**config.mk**
```make
export PLATFORM = sky130hd
export DESIGN_NAME = adc_conv_ctrl
export DESIGN_NICKNAME = d
export VERILOG_FILES = /design/src/rtl/adc_conv_pkg.sv /design/src/rtl/adc_trig_detect.sv /design/src/rtl/adc_seq_fsm.sv /design/src/rtl/adc_result_reg.sv /design/src/rtl/adc_conv_ctrl.sv
export SDC_FILE = /design/constraint.sdc
export NUM_CORES = 1
export LEC_CHECK = 0
export BUFFER_PORTS_ARGS = -buffer_cell sky130_fd_sc_hd__buf_2
export CAP_MARGIN = 20
export CORE_MARGIN = 1
export CORE_UTILIZATION = 48
export DETAILED_ROUTE_END_ITERATION = 7
export PLACE_DENSITY_LB_ADDON = 0.12
export RECOVER_POWER = 25
export SETUP_SLACK_MARGIN = 0.02
export SYNTH_ARGS = -nofsm -noshare
export SYNTH_HDL_FRONTEND = slang
export SYNTH_SLANG_ARGS = --single-unit
```
**constraint.sdc**
```tcl
create_clock -name clk -period 1.8 [get_ports clk]
set_input_delay 0.18 -clock clk [delete_from_list [all_inputs] [get_ports clk]]
set_output_delay 0.18 -clock clk [all_outputs]
set_load 0.005 [all_outputs]
```
**src/rtl/adc_conv_pkg.sv**
```systemverilog
package adc_conv_pkg;

  typedef enum logic [1:0] {
    ST_IDLE    = 2'd0,
    ST_STANDBY = 2'd1,
    ST_CONV    = 2'd2
  } seq_state_e;

  typedef struct packed {
    logic [1:0] edge_sel;
    logic       hw_trig;
    logic       enable;
  } mode_t;

  localparam int MODE_W = $bits(mode_t);

endpackage

```
**src/rtl/adc_trig_detect.sv**
```systemverilog
module adc_trig_detect #(
  parameter int SYNC_STAGES = 2
) (
  input  logic       clk,
  input  logic       rst_n,
  input  logic       trig_pin,
  input  logic [1:0] edge_sel,
  output logic       trig_valid
);

  localparam int CHAIN_W = SYNC_STAGES + 1;

  logic [CHAIN_W-1:0] chain_q;
  logic [CHAIN_W-1:0] chain_n;
  logic               now_lvl;
  logic               old_lvl;
  logic               rise;
  logic               fall;

  always_comb begin
    chain_n = {chain_q[CHAIN_W-2:0], trig_pin};
  end

  always_ff @(posedge clk or negedge rst_n) begin
    if (!rst_n) begin
      chain_q <= '0;
    end else begin
      chain_q <= chain_n;
    end
  end

  assign now_lvl = chain_q[SYNC_STAGES-1];
  assign old_lvl = chain_q[SYNC_STAGES];
  assign rise    = now_lvl & ~old_lvl;
  assign fall    = ~now_lvl & old_lvl;

  always_comb begin
    if (edge_sel[1]) begin
      trig_valid = rise | fall;
    end else if (edge_sel[0]) begin
      trig_valid = rise;
    end else begin
      trig_valid = fall;
    end
  end

endmodule

```
**src/rtl/adc_seq_fsm.sv**
```systemverilog
module adc_seq_fsm
  import adc_conv_pkg::*;
(
  input  logic       clk,
  input  logic       rst_n,
  input  mode_t      mode_q,
  input  logic       mode_wr,
  input  mode_t      mode_wd,
  input  logic       chan_wr,
  input  logic       trig_valid,
  input  logic       core_done,
  output seq_state_e state_q,
  output logic       start_q,
  output logic       abort_q,
  output logic       capture
);

  seq_state_e state_n;
  logic       start_n;
  logic       abort_n;

  always_comb begin
    state_n = state_q;
    start_n = 1'b0;
    abort_n = 1'b0;
    capture = 1'b0;
    case (state_q)
      ST_IDLE: begin
        if (mode_wr && mode_wd.enable) begin
          if (mode_wd.hw_trig) begin
            state_n = ST_STANDBY;
          end else begin
            state_n = ST_CONV;
            start_n = 1'b1;
          end
        end
      end
      ST_STANDBY: begin
        if (mode_wr) begin
          if (!mode_wd.enable) begin
            state_n = ST_IDLE;
          end else if (!mode_wd.hw_trig) begin
            state_n = ST_CONV;
            start_n = 1'b1;
          end
        end else if (trig_valid) begin
          state_n = ST_CONV;
          start_n = 1'b1;
        end
      end
      ST_CONV: begin
        if (mode_wr) begin
          abort_n = 1'b1;
          if (!mode_wd.enable) begin
            state_n = ST_IDLE;
          end else if (mode_wd.hw_trig) begin
            state_n = ST_STANDBY;
          end else begin
            start_n = 1'b1;
          end
        end else if (chan_wr) begin
          abort_n = 1'b1;
          if (mode_q.hw_trig) begin
            state_n = ST_STANDBY;
          end else begin
            start_n = 1'b1;
          end
        end else if (core_done) begin
          capture = 1'b1;
          if (mode_q.hw_trig) begin
            state_n = ST_STANDBY;
          end else begin
            start_n = 1'b1;
          end
        end
      end
      default: begin
        state_n = ST_IDLE;
      end
    endcase
  end

  always_ff @(posedge clk or negedge rst_n) begin
    if (!rst_n) begin
      state_q <= ST_IDLE;
      start_q <= 1'b0;
      abort_q <= 1'b0;
    end else begin
      state_q <= state_n;
      start_q <= start_n;
      abort_q <= abort_n;
    end
  end

endmodule

```
**src/rtl/adc_result_reg.sv**
```systemverilog
module adc_result_reg #(
  parameter int RES_W = 10
) (
  input  logic             clk,
  input  logic             rst_n,
  input  logic             capture,
  input  logic [RES_W-1:0] core_result,
  output logic [RES_W-1:0] result_q,
  output logic             irq_q
);

  always_ff @(posedge clk or negedge rst_n) begin
    if (!rst_n) begin
      result_q <= '0;
    end else if (capture) begin
      result_q <= core_result;
    end
  end

  always_ff @(posedge clk or negedge rst_n) begin
    if (!rst_n) begin
      irq_q <= 1'b0;
    end else begin
      irq_q <= capture;
    end
  end

endmodule

```
**src/rtl/adc_conv_ctrl.sv**
```systemverilog
module adc_conv_ctrl
  import adc_conv_pkg::*;
#(
  parameter int CH_W        = 3,
  parameter int RES_W       = 10,
  parameter int SYNC_STAGES = 2
) (
  input  logic             clk,
  input  logic             rst_n,
  input  logic             mode_wr,
  input  logic [3:0]       mode_wdata,
  input  logic             chan_wr,
  input  logic [CH_W-1:0]  chan_wdata,
  input  logic             trig_pin,
  input  logic             core_done,
  input  logic [RES_W-1:0] core_result,
  output logic [CH_W-1:0]  mux_sel,
  output logic             conv_start,
  output logic             conv_abort,
  output logic [RES_W-1:0] result_q,
  output logic             done_irq
);

  mode_t      mode_q;
  mode_t      mode_wd;
  logic [CH_W-1:0] chan_q;
  logic       trig_valid;
  logic       capture;
  seq_state_e seq_state;

  assign mode_wd = mode_t'(mode_wdata);

  always_ff @(posedge clk or negedge rst_n) begin
    if (!rst_n) begin
      mode_q <= '0;
    end else if (mode_wr) begin
      mode_q <= mode_wd;
    end
  end

  always_ff @(posedge clk or negedge rst_n) begin
    if (!rst_n) begin
      chan_q <= '0;
    end else if (chan_wr) begin
      chan_q <= chan_wdata;
    end
  end

  assign mux_sel = chan_q;

  adc_trig_detect #(
    .SYNC_STAGES(SYNC_STAGES)
  ) u_trig (
    .clk       (clk),
    .rst_n     (rst_n),
    .trig_pin  (trig_pin),
    .edge_sel  (mode_q.edge_sel),
    .trig_valid(trig_valid)
  );

  adc_seq_fsm u_fsm (
    .clk       (clk),
    .rst_n     (rst_n),
    .mode_q    (mode_q),
    .mode_wr   (mode_wr),
    .mode_wd   (mode_wd),
    .chan_wr   (chan_wr),
    .trig_valid(trig_valid),
    .core_done (core_done),
    .state_q   (seq_state),
    .start_q   (conv_start),
    .abort_q   (conv_abort),
    .capture   (capture)
  );

  adc_result_reg #(
    .RES_W(RES_W)
  ) u_res (
    .clk        (clk),
    .rst_n      (rst_n),
    .capture    (capture),
    .core_result(core_result),
    .result_q   (result_q),
    .irq_q      (done_irq)
  );

endmodule

```
==> metrics.yaml, run 1 <==
layout:
  layout.nets: 149
  final_util_pct: 66.0
  n_antenna_cell: 0
  syn2layout_area_growth_pct: 24.1
  fin_area_um2: 1360
  nFillCells: 182
  drive_gt1_share_pct: 49.6
min_path:
  hold_class: "input port to flop"
  min_from: "core_result[0]"
  hold_depth: 2
  min_to: "u_res.result_q[0]"
sta:
  tns_ps: 0
  maxSlewHeadroom_pct: 17.9
  fin_worst_skew_ps: 1.84
  fin_crit_sh_pct: 89.2
  finalSetupViolations: 0
  timing.final.ws_setup_ps: 194
  tightest_slew_ps: 1230
  period_minus_slack_ps: 1610
  clock.fmax_ghz: 0.623
  slew_viol_final: 0
  rsz0062_at_grt: "false"
  hold_violations: 0
  timing.hold.ws_ps: 97.8
power_and_ir_drop:
  p_comb_share_pct: 30.9
  power_switching_uw: 484
  p_per_area_nw_per_um2: 1290
  swShare_pct: 27.7
  p_leak_uw: 0.000725
  seqPwrFrac_pct: 47.7
  pwr-share-clk_pct: 21.3
  ir_drop_uv: 783
  p_int_uw: 1270
critical_path:
  cp_slowest_stage_delay_ps: 550
  crit_family: "simple AND/OR/NAND/NOR gates"
  cp.arrival_ps: 1810
  start_kind: "flop"
  crit_type: "flop to flop"
  cp-end-kind: "flop"
  worstReg2RegStart: "u_fsm.state_q[0]"
  cp.required_ps: 2000
  r2r_end: "u_res.result_q[4]"
  ff2ff_setup_slack_ps: 190
  worst_path_max_delay_cell: "nand4b_2"
  worstRegToRegCells: 2
  path_max_fanout: 12
  path_cells: "nand4b_2 -> mux2_4"
  cp.depth: 2
  critPathBufInv: 0
floorplan:
  die_x_um: 49.8
  core_area_um2: 2060
  die_h_um: 49.8
  ios: 39
  start_util_pct: 53.2
  rows: 16
  dieArea_um2: 2480
route:
  route.detailed.drc: 0
  viasPerCell: 5.20
  vias: 780
  totalWireLength_um: 1920
  drtIter0Drc: 11
  drtPass1Iterations: 4
  antenna_left: 0
  detail_route.wl_per_cell_um: 12.8
placed_design:
  dp_slack_ps: 179
  hpwl_um: 1460
  gp_congestion: 0.828
  placed_area_um2: 1290
  portBuffers: 38
yosys:
  ys_seq_area_share_pct: 54.8
  ys_seq_elements: 24
  async_reset_ff_share_pct: 100
  synth-edff-count: 0
  yosysMostFrequentCell: "dfrtp_1"
  syn-num-nets: 108
  synth_cells: 83
  avgSynthCellArea_um2: 13.2
  netlist_area_um2: 1100
  synthTopCellsByArea: "dfrtp_1, mux2_4, mux2_2"
  synthTopCellsByCount: "dfrtp_1, mux2_4, mux2_2"
  yosysTopAreaCell: "dfrtp_1"
  ys_warn_count: 0
  yosysUniqueCellTypes: 25
  synth_top_area_share_pct: 54.8
  ys.flop_type: "dfrtp_1"
global_routing:
  grt_pass1_wl_um: 3240
  grt_use_total_pct: 17.5
  grt_start_max_net_pins: 25
  antenna_found_initial: 0
  grt_pass1_vias: 721
  grt-ovfl-total: 0
cts:
  clock_latency_ps: 300
  clk_pin_slew_worst_paths_ps: 120
  cts_tree: "built"
  htree_levels: 1
  cts_sinks: 24
  cts_buffers: 3
  clockRootBuffer: "clkbuf_4"
  clockBufferDepth: 2
  cts_setup_buffers: 0
outcome:
  status: "finished clean"
flow_run:
  cap_violations: 0
==> what timing repair did <==
| action | 4_1_cts | 5_1_grt |
|---|---|---|
| endpoints found under the hold margin | 25 | 0 |
| hold buffers | 2 | 0 |
| resized for setup | 0 | 0 |
==> worst register-to-register path: stages, from the launching register on <==
cell and delay, ps:
dfrtp_1 510, nand4b_2 550, mux2_4 450
==> kinds of logic (layout without fill, tap and decap cells) <==
logic type	after synthesis	after routing	share of synthesized area, %
mux	18	18	21.8
simple gates	16	16	8.22
compound gates	14	14	8.33
fa+ha+maj	2	2	2.28
flops	24	24	54.8
buf+inv	9	49	4.57
==> power groups by stage <==
stage | Combinational [uW] | Sequential [uW] | Clock (uW)
after global placement | 526 | 833 | 0
final | 542 | 836 | 374
after CTS | 553 | 834 | 383
after floorplan | 375 | 802 | 0
after detailed placement | 550 | 839 | 0
after global routing | 600 | 865 | 408
==> cell type report <==
cell class,count,area [um2],area share (%)
clock inverter,1,30.0,2.21
inverter,5,18.8,1.38
multi-input combinational,50,445,32.8
tap,27,33.8,2.48
sequential,24,601,44.2
clock buffer,3,22.5,1.66
timing repair buffer,40,209,15.4
==> layer usage <==
metal | part of all wire [%] | global-route usage [%] | routed length, um | up-vias
met5 | 0 | 0 | 0 | -
met4 | 0.68 | 4.29 | 13 | 0
met3 | 4.7 | 2.78 | 90 | 2
met2 | 49 | 29.7 | 937 | 27
met1 | 46 | 23.2 | 876 | 380
li1 | - | - | - | 371
==> how the worst max path moves through the flow <==
stage | to | from
2_1_floorplan | u_fsm.state_q[1] | u_trig.chain_q[1]
3_5_place_dp | u_res.result_q[2] | u_fsm.state_q[0]
4_1_cts | u_res.result_q[4] | u_fsm.state_q[0]
6_report | u_res.result_q[4] | u_fsm.state_q[0]
5_1_grt | u_res.result_q[7] | u_fsm.state_q[0]
3_3_place_gp | u_res.result_q[9] | u_fsm.state_q[0]
==> per-stage QoR <==
stage | power [uW] | cells
floorplan | 1180 | 83
global placement | 1360 | 144
detailed placement | 1390 | 144
CTS | 1770 | 150
global route | 1870 | 150
finish | 1750 | 150
==> flip-flops by register name (all words and copies together) (netlist names) <==
register / cells
mode_q: 3
u_fsm.state_q: 2
u_fsm.abort_q: 1
mux_sel: 3
u_res.result_q: 10
u_trig.chain_q: 3
u_fsm.start_q: 1
u_res.irq_q: 1
==> cell usage in the layout (no fill, tap or decap), drive strengths merged <==
cell type    instances
nor2                 5
a31oi                4
o21ai                6
o311a                1
clkbuf               4
dfrtp               24
a21oi                1
nand2b               1
nand2                4
dlygate4sd3          2
buf                 37
nor2b                1
and3b                1
nor3b                1
nand4b               1
mux2i                1
o311ai               1
ha                   2
mux2                17
o211ai               1
nor3                 2
bufinv               1
inv                  5
No activity file was read; power rests on OpenSTA's default activity.
==> inputs of run 2 (changes only) <==
--- a/config.mk
+++ b/config.mk
@@ -8,7 +8,7 @@
 export BUFFER_PORTS_ARGS = -buffer_cell sky130_fd_sc_hd__buf_2
 export CAP_MARGIN = 20
 export CORE_MARGIN = 1
-export CORE_UTILIZATION = 48
+export CORE_UTILIZATION = 45
 export DETAILED_ROUTE_END_ITERATION = 7
 export PLACE_DENSITY_LB_ADDON = 0.12
 export RECOVER_POWER = 25
==> metrics.yaml, run 2 (synthesized netlist as in run 1, its figures left out) <==
outcome:
  status: "finished clean"
global_routing:
  grt_start_max_net_pins: 25
  grt_pass1_wl_um: 3390
  grt_pass1_vias: 768
  antenna_found_initial: 0
  grt-ovfl-total: 0
  grt_use_total_pct: 17.3
sta:
  tightest_slew_ps: 1220
  clock.fmax_ghz: 0.642
  tns_ps: 0
  rsz0062_at_grt: "false"
  maxSlewHeadroom_pct: 18.5
  period_minus_slack_ps: 1560
  fin_worst_skew_ps: 6.13
  fin_crit_sh_pct: 86.5
  finalSetupViolations: 0
  hold_violations: 0
  slew_viol_final: 0
critical_path:
  r2r_end: "u_res.result_q[0]"
  worstReg2RegStart: "u_fsm.state_q[1]"
  start_kind: "flop"
  crit_type: "flop to flop"
  cp.arrival_ps: 1750
  cp_slowest_stage_delay_ps: 550
  ff2ff_setup_slack_ps: 240
  path_cells: "nand4b_2 -> mux2_4"
  critPathBufInv: 0
  worst_path_max_delay_cell: "dfrtp_1"
  path_max_fanout: 11
  cp-end-kind: "flop"
  crit_family: "flip-flops"
  cp.required_ps: 1990
  worstRegToRegCells: 2
min_path:
  min_from: "core_result[5]"
  hold_depth: 2
  min_to: "u_res.result_q[5]"
  hold_class: "input port to flop"
route:
  totalWireLength_um: 1880
  drtPass1Iterations: 4
  route.detailed.drc: 0
  drtIter0Drc: 9
  detail_route.wl_per_cell_um: 12.3
  vias: 768
  antenna_left: 0
  viasPerCell: 5.05
layout:
  seqCellArea_um2: 601
  n_antenna_cell: 0
  regMostFlops: "u_res.result_q"
  syn2layout_area_growth_pct: 24.9
  drive_gt1_share_pct: 50.0
  final_cells: 152
  multi_input_area_um2: 445
  layout.nets: 150
  final_common_cell: "buf_2"
  final_cell_mix: "buf_2, dfrtp_1, mux2_4"
  largest_reg_flops: 10
  nFillCells: 214
  final_util_pct: 60.7
cts:
  cts_sinks: 24
  clock_latency_ps: 300
  htree_levels: 1
  clockRootBuffer: "clkbuf_4"
  clk_pin_slew_worst_paths_ps: 130
  cts-resized-gates: 0
  cts_tree: "built"
  clockBufferDepth: 2
  cts_buffers: 3
placed_design:
  hpwl_um: 1380
  portBuffers: 38
  gp_congestion: 0.809
  dp_cells: 146
floorplan:
  dieArea_um2: 2640
  die_x_um: 51.4
  die_h_um: 51.4
  ios: 39
  core_area_um2: 2250
  rows: 17
  start_util_pct: 48.6
flow_run:
  cap_violations: 0
power_and_ir_drop:
  p_comb_share_pct: 32.9
  p_int_uw: 1280
  seqPwrFrac_pct: 45.9
  p_leak_uw: 0.000730
  power_switching_uw: 483
  p_per_area_nw_per_um2: 1290
  swShare_pct: 27.4
  ir_drop_uv: 802
  pwr-share-clk_pct: 21.2
[run 2: cell count changes in the layout (fill, tap and decap cells not counted), sizes merged]
cell  change
buf       +1
[run 2: power groups by stage]
stage | Sequential [uW] | Combinational, uW | Clock [uW]
after global routing | 834 | 645 | 413
after CTS | 810 | 587 | 389
after floorplan | 802 | 375 | 0
after global placement | 811 | 566 | 0
after detailed placement | 817 | 582 | 0
final | 810 | 580 | 373
[run 2: final cells by class]
| class | count | area share [%] |
|---|---|---|
| sequential | 24 | 43.9 |
| multi-input combinational | 50 | 32.5 |
| timing repair buffer | 41 | 15.8 |
| tap | 28 | 2.56 |
| clock inverter | 1 | 2.19 |
| clock buffer | 3 | 1.65 |
| inverter | 5 | 1.37 |
[run 2: per-layer routing]
layer / GRT usage [%] / wire [um] / up-vias
li1: - / - / 375
met4: 5.41 / 0 / 0
met3: 2.98 / 71 / 0
met5: 0 / 0 / -
met1: 23.6 / 888 / 375
met2: 28.1 / 917 / 18
[run 2: how the worst max path moves through the flow]
| stage | start | to | slack, ps | cells after the start |
|---|---|---|---|---|
| after floorplan | u_trig.chain_q[1] | u_fsm.state_q[1] | 390 | 6 |
| after global placement | u_trig.chain_q[1] | u_fsm.state_q[1] | 290 | 6 |
| after detailed placement | u_fsm.state_q[1] | u_res.result_q[0] | 260 | 2 |
| after CTS | u_fsm.state_q[1] | u_res.result_q[0] | 230 | 2 |
| after global routing | u_trig.chain_q[1] | u_fsm.state_q[1] | 70 | 6 |
| final | u_fsm.state_q[1] | u_res.result_q[0] | 240 | 2 |
[run 2: stage by stage]
step | total power (uW) | setup slack (ps) | cell area, um2 | hold slack, ps
after global routing | 1890 | 71.8 | 1370 | 64.6
after global placement | 1380 | 293 | 1300 | 179
final | 1760 | 242 | 1370 | 92.7
after detailed placement | 1400 | 262 | 1300 | 183
after CTS | 1790 | 229 | 1370 | 77.6
after floorplan | 1180 | 393 | 1100 | -116
[run 2: worst register-to-register path, cell delays in order (launching register included)]
cell      delay [ps]
dfrtp_1          550
nand4b_2         450
mux2_4           450
[run 2: repair_timing]
action / CTS / global route
hold buffers: 2 / 0
hold endpoints to repair: 25 / 0
buffers inserted: 0 / 0
